--- src/rtl/clksw_pkg.sv ---
package clksw_pkg;

    typedef enum logic [2:0] {
        ST_IDLE     = 3'd0,
        ST_OSC_WAIT = 3'd1,
        ST_PLL_WAIT = 3'd2,
        ST_DIV_WAIT = 3'd3,
        ST_SRC_WAIT = 3'd4,
        ST_RUN      = 3'd5,
        ST_ERR      = 3'd6
    } seq_state_e;

    localparam logic [1:0] SRC_SLOW = 2'd0;
    localparam logic [1:0] SRC_PLL  = 2'd2;

    localparam int STAT_W    = 4;
    localparam int BIT_OSC   = 0;
    localparam int BIT_LOCK  = 1;
    localparam int BIT_MRDY  = 3;

    function automatic logic is_wait(seq_state_e s);
        return (s == ST_OSC_WAIT) || (s == ST_PLL_WAIT) ||
               (s == ST_DIV_WAIT) || (s == ST_SRC_WAIT);
    endfunction

endpackage

--- src/rtl/clksw_status_reg.sv ---
module clksw_status_reg #(
    parameter int WIDTH = 4
) (
    input  logic             clk,
    input  logic             rst_n,
    input  logic [WIDTH-1:0] raw_i,
    output logic [WIDTH-1:0] held_o
);
    for (genvar g = 0; g < WIDTH; g++) begin : g_bit
        always_ff @(posedge clk or negedge rst_n) begin
            if (!rst_n) held_o[g] <= 1'b0;
            else        held_o[g] <= raw_i[g];
        end
    end
endmodule

--- src/rtl/clksw_wait_timer.sv ---
module clksw_wait_timer #(
    parameter int TMO_W = 8
) (
    input  logic             clk,
    input  logic             rst_n,
    input  logic             restart_i,
    input  logic [TMO_W-1:0] limit_i,
    output logic             armed_o,
    output logic             expired_o
);
    logic [TMO_W-1:0] cnt_q;

    assign armed_o   = (cnt_q != '0);
    assign expired_o = (cnt_q >= limit_i);

    always_ff @(posedge clk or negedge rst_n) begin
        if (!rst_n)          cnt_q <= '0;
        else if (restart_i)  cnt_q <= '0;
        else if (!expired_o) cnt_q <= cnt_q + 1'b1;
    end

    // the count never leaves zero while the timer is being restarted
    a_r7_restart_clears: assert property (@(posedge clk) disable iff (!rst_n)
        restart_i |=> !armed_o);
endmodule

--- src/rtl/clk_switch_seq.sv ---
module clk_switch_seq
    import clksw_pkg::*;
#(
    parameter int TMO_W       = 8,
    parameter int MUL_W       = 8,
    parameter int MDIV_W      = 4,
    parameter int CDIV_W      = 2,
    parameter int PLL_MUL     = 43,
    parameter int MCK_DIV     = 6,
    parameter int CPU_DIV     = 2,
    parameter int OSC_KHZ     = 18432,
    parameter int MCK_MAX_KHZ = 133000
) (
    input  logic              clk,
    input  logic              rst_n,
    input  logic              start_i,
    input  logic [TMO_W-1:0]  timeout_i,
    input  logic [3:0]        status_i,
    output logic              osc_en_o,
    output logic [MUL_W-1:0]  pll_mul_o,
    output logic              pll_byp_o,
    output logic [MDIV_W-1:0] mck_div_o,
    output logic [CDIV_W-1:0] cpu_div_o,
    output logic [1:0]        src_sel_o,
    output logic              busy_o,
    output logic              done_o,
    output logic              err_o
);
    localparam int PLL_KHZ = OSC_KHZ * PLL_MUL;
    localparam int MCK_KHZ = PLL_KHZ / MCK_DIV;

    // the derived master clock must stay inside its limit
    initial begin : g_freq_check
        a_r12_mck_limit: assert (MCK_KHZ <= MCK_MAX_KHZ)
            else $error("master clock %0d kHz above limit", MCK_KHZ);
    end

    seq_state_e        state_q, state_d;
    logic [STAT_W-1:0] stat_q;
    logic              flag_sel;
    logic              tmr_armed, tmr_expired;
    logic              done_q;
    logic              unused_stat;

    assign unused_stat = stat_q[2];

    clksw_status_reg #(.WIDTH(STAT_W)) u_stat (
        .clk    (clk),
        .rst_n  (rst_n),
        .raw_i  (status_i),
        .held_o (stat_q)
    );

    clksw_wait_timer #(.TMO_W(TMO_W)) u_tmr (
        .clk       (clk),
        .rst_n     (rst_n),
        .restart_i (state_d != state_q),
        .limit_i   (timeout_i),
        .armed_o   (tmr_armed),
        .expired_o (tmr_expired)
    );

    // flag watched by the current wait state
    always_comb begin
        unique case (state_q)
            ST_OSC_WAIT: flag_sel = stat_q[BIT_OSC];
            ST_PLL_WAIT: flag_sel = stat_q[BIT_LOCK];
            ST_DIV_WAIT,
            ST_SRC_WAIT: flag_sel = stat_q[BIT_MRDY];
            default:     flag_sel = 1'b0;
        endcase
    end

    // next state
    always_comb begin
        state_d = state_q;
        unique case (state_q)
            ST_IDLE, ST_ERR: if (start_i) state_d = ST_OSC_WAIT;
            ST_OSC_WAIT: begin
                if (tmr_armed && flag_sel) state_d = ST_PLL_WAIT;
                else if (tmr_expired)      state_d = ST_ERR;
            end
            ST_PLL_WAIT: begin
                if (tmr_armed && flag_sel) state_d = ST_DIV_WAIT;
                else if (tmr_expired)      state_d = ST_ERR;
            end
            ST_DIV_WAIT: begin
                if (tmr_armed && flag_sel) state_d = ST_SRC_WAIT;
                else if (tmr_expired)      state_d = ST_ERR;
            end
            ST_SRC_WAIT: begin
                if (tmr_armed && flag_sel) state_d = ST_RUN;
                else if (tmr_expired)      state_d = ST_ERR;
            end
            ST_RUN:  state_d = ST_RUN;
            default: state_d = ST_ERR;
        endcase
    end

    // state register
    always_ff @(posedge clk or negedge rst_n) begin
        if (!rst_n) begin
            state_q <= ST_IDLE;
            done_q  <= 1'b0;
        end else begin
            state_q <= state_d;
            done_q  <= (state_q == ST_SRC_WAIT) && (state_d == ST_RUN);
        end
    end

    // outputs decoded from state
    always_comb begin
        osc_en_o  = 1'b0;
        pll_mul_o = '0;
        pll_byp_o = 1'b0;
        mck_div_o = MDIV_W'(1);
        cpu_div_o = CDIV_W'(1);
        src_sel_o = SRC_SLOW;
        unique case (state_q)
            ST_IDLE, ST_ERR: ;
            ST_OSC_WAIT: osc_en_o = 1'b1;
            ST_PLL_WAIT: begin
                osc_en_o  = 1'b1;
                pll_mul_o = MUL_W'(PLL_MUL);
                pll_byp_o = 1'b1;
            end
            ST_DIV_WAIT: begin
                osc_en_o  = 1'b1;
                pll_mul_o = MUL_W'(PLL_MUL);
                pll_byp_o = 1'b1;
                mck_div_o = MDIV_W'(MCK_DIV);
                cpu_div_o = CDIV_W'(CPU_DIV);
            end
            ST_SRC_WAIT, ST_RUN: begin
                osc_en_o  = 1'b1;
                pll_mul_o = MUL_W'(PLL_MUL);
                pll_byp_o = 1'b1;
                mck_div_o = MDIV_W'(MCK_DIV);
                cpu_div_o = CDIV_W'(CPU_DIV);
                src_sel_o = SRC_PLL;
            end
            default: ;
        endcase
    end

    assign busy_o = is_wait(state_q);
    assign err_o  = (state_q == ST_ERR);
    assign done_o = done_q;

    // completion pulse lasts one cycle
    a_r6_done_single: assert property (@(posedge clk) disable iff (!rst_n)
        done_o |=> !done_o);

    // source moves to the PLL only after ready was observed
    a_r11_src_after_ready: assert property (@(posedge clk) disable iff (!rst_n)
        ($past(src_sel_o) == SRC_SLOW && src_sel_o == SRC_PLL) |-> $past(stat_q[BIT_MRDY]));

    // oscillator enable rises only in response to a start request
    a_r2_osc_on_start: assert property (@(posedge clk) disable iff (!rst_n)
        $rose(osc_en_o) |-> $past(start_i));

    // a start request while busy never restarts the sequence
    a_r9_busy_start_ignored: assert property (@(posedge clk) disable iff (!rst_n)
        (busy_o && start_i && state_q != ST_OSC_WAIT) |=> state_q != ST_OSC_WAIT);

    // dividers are set before the source leaves the slow clock
    a_r4_div_before_src: assert property (@(posedge clk) disable iff (!rst_n)
        $rose(src_sel_o == SRC_PLL) |-> $past(mck_div_o) == MDIV_W'(MCK_DIV));
endmodule

--- config.mk ---
export PLATFORM = sky130hd
export DESIGN_NAME = clk_switch_seq
export DESIGN_NICKNAME = d
export VERILOG_FILES = /design/src/rtl/clksw_pkg.sv /design/src/rtl/clksw_status_reg.sv /design/src/rtl/clksw_wait_timer.sv /design/src/rtl/clk_switch_seq.sv
export SDC_FILE = /design/constraint.sdc
export NUM_CORES = 1
export LEC_CHECK = 0
export ABC_AREA = 1
export BUFFER_PORTS_ARGS = -buffer_cell sky130_fd_sc_hd__buf_2
export CAP_MARGIN = 30
export CORE_MARGIN = 2
export CORE_UTILIZATION = 52
export DETAILED_ROUTE_END_ITERATION = 10
export PLACE_DENSITY_LB_ADDON = 0.1
export SYNTH_ARGS = -nofsm -noshare
export SYNTH_HDL_FRONTEND = slang
export SYNTH_SLANG_ARGS = --single-unit
export TNS_END_PERCENT = 100
--- constraint.sdc ---
create_clock -name clk -period 2.1 [get_ports clk]
set_input_delay 0.42 -clock clk [delete_from_list [all_inputs] [get_ports clk]]
set_output_delay 0.42 -clock clk [all_outputs]
set_load 0.02 [all_outputs]
### After elaboration in Yosys (flattened, before gate mapping)

Cells that the tools add are included.

* register bits after elaboration: 15
* bits of input ports: 15
* output and inout bits: 21
* word-level logic and storage cells: 46

* add/sub/neg operators: 1
* magnitude comparators: 1
* eq/ne operators: 9
* muxes and demuxes: 16
* reductions and logical operators: 13

Operator list (count)
* $mux 3: 7
* $pmux 3 s6: 1
* $mux 8: 2
* $eq 3x3->1 const B: 4
* $add 8x1->8 const B: 1
* $ge 8x8->1: 1
* $reduce_bool 8->1: 1
* $eq 3x2->1 const B: 2
* $mux 6: 1
* $reduce_or 2->1: 3
* $reduce_or 5->1: 1
* $mux 2: 2
* $reduce_or 4->1: 1
* $eq 3x1->1 const B: 1
* $logic_not 3->1: 1
* $logic_or 1x1->1: 3
* $ne 3x3->1: 1
* $pmux 1 s3: 1
* $reduce_or 3->1: 1
* $logic_and 1x1->1: 2
* $mux 1: 2
* $ne 2x1->1 const B: 1

### Depth between registers and ports, before layout

* word-level depth: 8
* gate-level depth with buffers: 17
* depth with buffers taken out: 17

### By module

A second synthesis with hierarchy kept.

* cell total of the unflattened synthesis: 198
* area total of the unflattened synthesis: 1408.9 µm²

By module, submodules not included
* clksw_wait_timer: times used 1, cells each 117, area each 799.5 µm², sequential area each 200.2 µm²
* clk_switch_seq: times used 1, cells each 77, area each 509.2 µm², sequential area each 100.1 µm²
* clksw_status_reg: times used 1, cells each 4, area each 100.1 µm², sequential area each 100.1 µm²

### Least setup slack after synthesis

No wires, ideal clock.

* kind: register to output
* start: register state_q[1]
* end: output pll_mul_o[0]
* data arrival time: 1.651 ns
* required time: 1.680 ns
* setup slack: 0.029 ns
* cell stages (with the launch flop): 7
* path buffers: 2
* cell sequence: dfrtp_1 > buf_12 > nand3_1 > nand2_2 > nor2_1 > nand2_1 > buf_4

* word-level cells in the longest chain between the ends: 3
* elaborated cells on any way between the ends: 6
* those cells by class: eq/ne (4); mux (1); reduce/logical (1)

Ends and longest elaborated chain
* start: declaration: line clk_switch_seq.sv:38 `seq_state_e state_q, state_d;`
* start signal: assignment: line clk_switch_seq.sv:106 `state_q <= state_d;`
* $eq 3x3->1 or $eq 3x2->1 (tied branches): line clk_switch_seq.sv:119 `unique case (state_q)`
* $reduce_or 4->1 (no source line) (*)
* $mux 6 (*): line clk_switch_seq.sv:119
* end: declaration: line clk_switch_seq.sv:20 `output logic [MUL_W-1:0] pll_mul_o,`

Every way passes the cells marked *; elsewhere a longest branch is shown, timed or not.

### Worst setup path in the final report

* start: register u_tmr.cnt_q[7]
* end: register u_tmr.cnt_q[1]

* word-level cells in the longest chain between the ends: 6
* elaborated cells on any way between the ends: 12
* those cells by class: order compare (1); eq/ne (2); mux (7); reduce/logical (2)

Ends and longest elaborated chain
* start: declaration: line clksw_wait_timer.sv:11 `logic [TMO_W-1:0] cnt_q;`
* start signal: assignment: line clksw_wait_timer.sv:19 `else if (!expired_o) cnt_q <= cnt_q + 1'b1;`
* $ge 8x8->1 or $reduce_bool 8->1 (tied branches): line clksw_wait_timer.sv:14, clksw_wait_timer.sv:13
* $mux 3 or $logic_and 1x1->1 (tied branches)
* $mux 3, on equally long branches
* $pmux 3 s6: line clk_switch_seq.sv:77 `unique case (state_q)`
* $ne 3x3->1: line clk_switch_seq.sv:57 `.restart_i (state_d != state_q),`
* $ne 2x1->1 (no source line) or $mux 8 (tied branches)

Parallel ways exist; a longest one is shown, timed or not.
A chain may end at the register's enable or synchronous reset.

==> summary.md <==
| Metric | Value |
|---|---|
| Fill cells | about 230 |
| Worst Path Buf+Inv | 1 |
| Fmax | just over 500 MHz |
| Worst-path maximum fanout | 8 |
| Nets@finish | about 240 |
| DIE AREA | about 0.003 mm^2 |
| Final period util | 0.924 |
| Synth Area in Simple Gates | 0.372 |
| Arr. time, crit path | between 2 and 2.5 ns |
| Vias per cell | about 4.6 |
| Multiplexer share of the synthesized area | 0 |
| Diode count | 0 |
| Clk buf depth | 2 |
| CTS clk-pin slew, worst paths | approximately 0.09 ns |
| Worst Hold Slack | 0.0136 ns |
| Layout cells sized above 1 | 0.428 |
| Drt drc | 0 |
| Initial detailed-routing violation count | 13 |
| Core footprint | roughly 0.0025 mm^2 |
| Yosys warns | 0 |
| # IOs | 36 |
| H-tree Lvls | 1 |
| Sink Count | 15 |
| Status | completed |
| Synthesized instance count | 180 |
| Worst-path cell chain | ha_1 -> a21oi_1 -> nand2_1 -> buf_4 -> a21oi_4 -> nand3_1 -> nand2_1 -> nand3_1 -> nand2_2 -> nand3_4 -> nor2_2 |
| Worst-Skew Late Latency | a little under 0.3 ns |
| Final Hold Viols | 0 |
| Static Leak | 0.871 nW |
| Yosys cell types | 29 |
| Total power | approximately 2.1 mW |
| WL final | roughly 2500 um |
| DIE WIDTH | ~55 um |
| Setup violators final | 0 |
| Worst min path class | primary input to asynchronous set/reset pin |
| Post-Synth Adder-Cell Area | 0.0922 |
| Synthesized area per cell | roughly 7.5 um^2 |
| Placer Congestion | 0.788 |
| First-pass GRT wire length | ~4000 um |
| Root buffer cell | clkbuf_4 |
| Die height | 55.1 um |
| Grt ovf | 0 |
| Antenna violations before repair | 0 |
| Max-Cap Viols | 0 |
| CP Class | register to register |
| Main combinational cell family by area after synthesis | simple AND/OR/NAND/NOR gates |
| Part of the Yosys area used for sequential elements | 0.276 |
| Synth Area in XOR/XNOR | 0.0258 |
| Critical path's slowest cell | dfrtp_1 |
| Number of global-route vias before repair | between 900 and 1000 |
| CP Launch Point | u_tmr.cnt_q[7] |
| Pwr Density | between 1000 and 1500 mW/mm^2 |
| Area grow syn2layout | 17.9% |
| Crit end category | register |
| Leading cell types in the layout, fill and taps excluded | nand2_1, inv_1, buf_2 |
| Initial core utilization | 0.548 |
| Area fraction in compound gates after synthesis | 0.0442 |
| Worst Setup Start Kind | register |
| Crit path max-delay family | simple AND/OR/NAND/NOR gates |
| Syn Std Cell Area | 0.00136 mm^2 |
| CP max stage delay | ~0.4 ns |
| Drt first pass iters | 4 |
| RSZ-0062 raised after global routing | false |
| Max Slew Vio Count | 0 |
| Fin crit period | slightly below 2 ns |
| TritonCTS clock tree | yes |
| Layout Utilization | 0.646 |
| FP Rows | 18 |
| Routed wire per std cell | approximately 10 um |
| Placed wire-length estimate | slightly above 2000 um |
| IO buf count | 28 |
| Largest net degree at the start of global routing | 16 |
| All-Layer GR Usage | 0.189 |
| Required time of the worst setup path | ~2.3 ns |
| Commonest non-fill, non-tap cell in the layout | nand2_1 |
| Reg2reg start | u_tmr.cnt_q[7] |
| Peak supply drop | just under 2 mV |
| Worst Clk Skew | between 0.001 and 0.0015 ns |
| FF+latch count, synth | 15 |
| Via Count | 1134 |
| CTS Buf Count | 3 |
| Antenna Nets Post-Route | 0 |
## Yosys cell counts, drive strengths merged
library cell | n | area (um^2)
a21oi | 3 | 26.3
a221oi | 1 | 8.76
buf | 15 | 129
clkinv | 1 | 3.75
conb | 1 | 3.75
dfrtp | 15 | 375
ha | 10 | 125
inv | 32 | 120
nand2 | 49 | 234
nand3 | 15 | 103
nand4 | 3 | 33.8
nor2 | 24 | 115
nor3 | 3 | 20.0
o211ai | 1 | 7.51
o21ai | 2 | 10.0
o31ai | 1 | 7.51
xnor2 | 2 | 17.5
xor2 | 2 | 17.5
## layer usage
metal,GRT usage,routed length (um),vias up
li1,-,-,606
met1,0.231,1160,504
met2,0.310,1210,20
met3,0.0484,97,4
met4,0.0854,44,0
met5,0,0,-
## registers in the layout (all words and copies together), names as in the netlist
name,count
u_tmr.cnt_q,8
done_o,1
state_q,3
u_stat.held_o,3
## through the flow
step                      area, um^2  worst slack [ns]  cells  setup TNS (ns)
after global routing            1600           0.00549    245               0
after floorplan                 1380            0.0294    185               0
final                           1600             0.160    245               0
after CTS                       1510          0.000907    240               0
after global placement          1490           -0.0258    236         -0.0258
after detailed placement        1490           -0.0799    236          -0.130
## power breakdown
group          switching (mW)  internal, mW  total [mW]  leakage [nW]
Combinational           0.990         0.494        1.48         0.666
Clock                  0.0949        0.0741       0.169        0.0150
Sequential             0.0843         0.349       0.433         0.190
## path summary, 6_finish.rpt
path	end	slack, ns	depth (start not counted)
max	u_tmr.cnt_q[1]	0.16	11
min	u_tmr.cnt_q[2]	0.01	1
max reg2reg	u_tmr.cnt_q[1]	0.16	11
min reg2reg	u_tmr.cnt_q[6]	0.64	3
max in group asynchronous	state_q[0]	1.82	1
min in group clk	u_stat.held_o[3]	0.23	1
## area by class of cell
class / instances / area [um^2] / area share
timing repair buffer: 41 / 238 / 0.149
clock buffer: 4 / 26.3 / 0.0164
sequential: 15 / 379 / 0.237
tap: 30 / 37.5 / 0.0235
multi-input combinational: 122 / 796 / 0.497
inverter: 33 / 124 / 0.0774
## cell families (layout without fill, tap and decap cells)
group | Yosys count | count (layout)
AOI/OAI and AO/OA | 8 | 8
xor gates and xnor gates | 4 | 4
adders and majority gates | 10 | 10
buffers and inverters | 48 | 78
DFF | 15 | 15
other | 1 | 6
and+or+nand+nor | 94 | 94
## repair_timing
item,in CTS,in global routing
buffers inserted,0,5
hold buffers,0,0
endpoints found under the setup margin,5,20
resized for setup,1,11
pin swaps,0,3
Power figures use the tool's default switching activity.
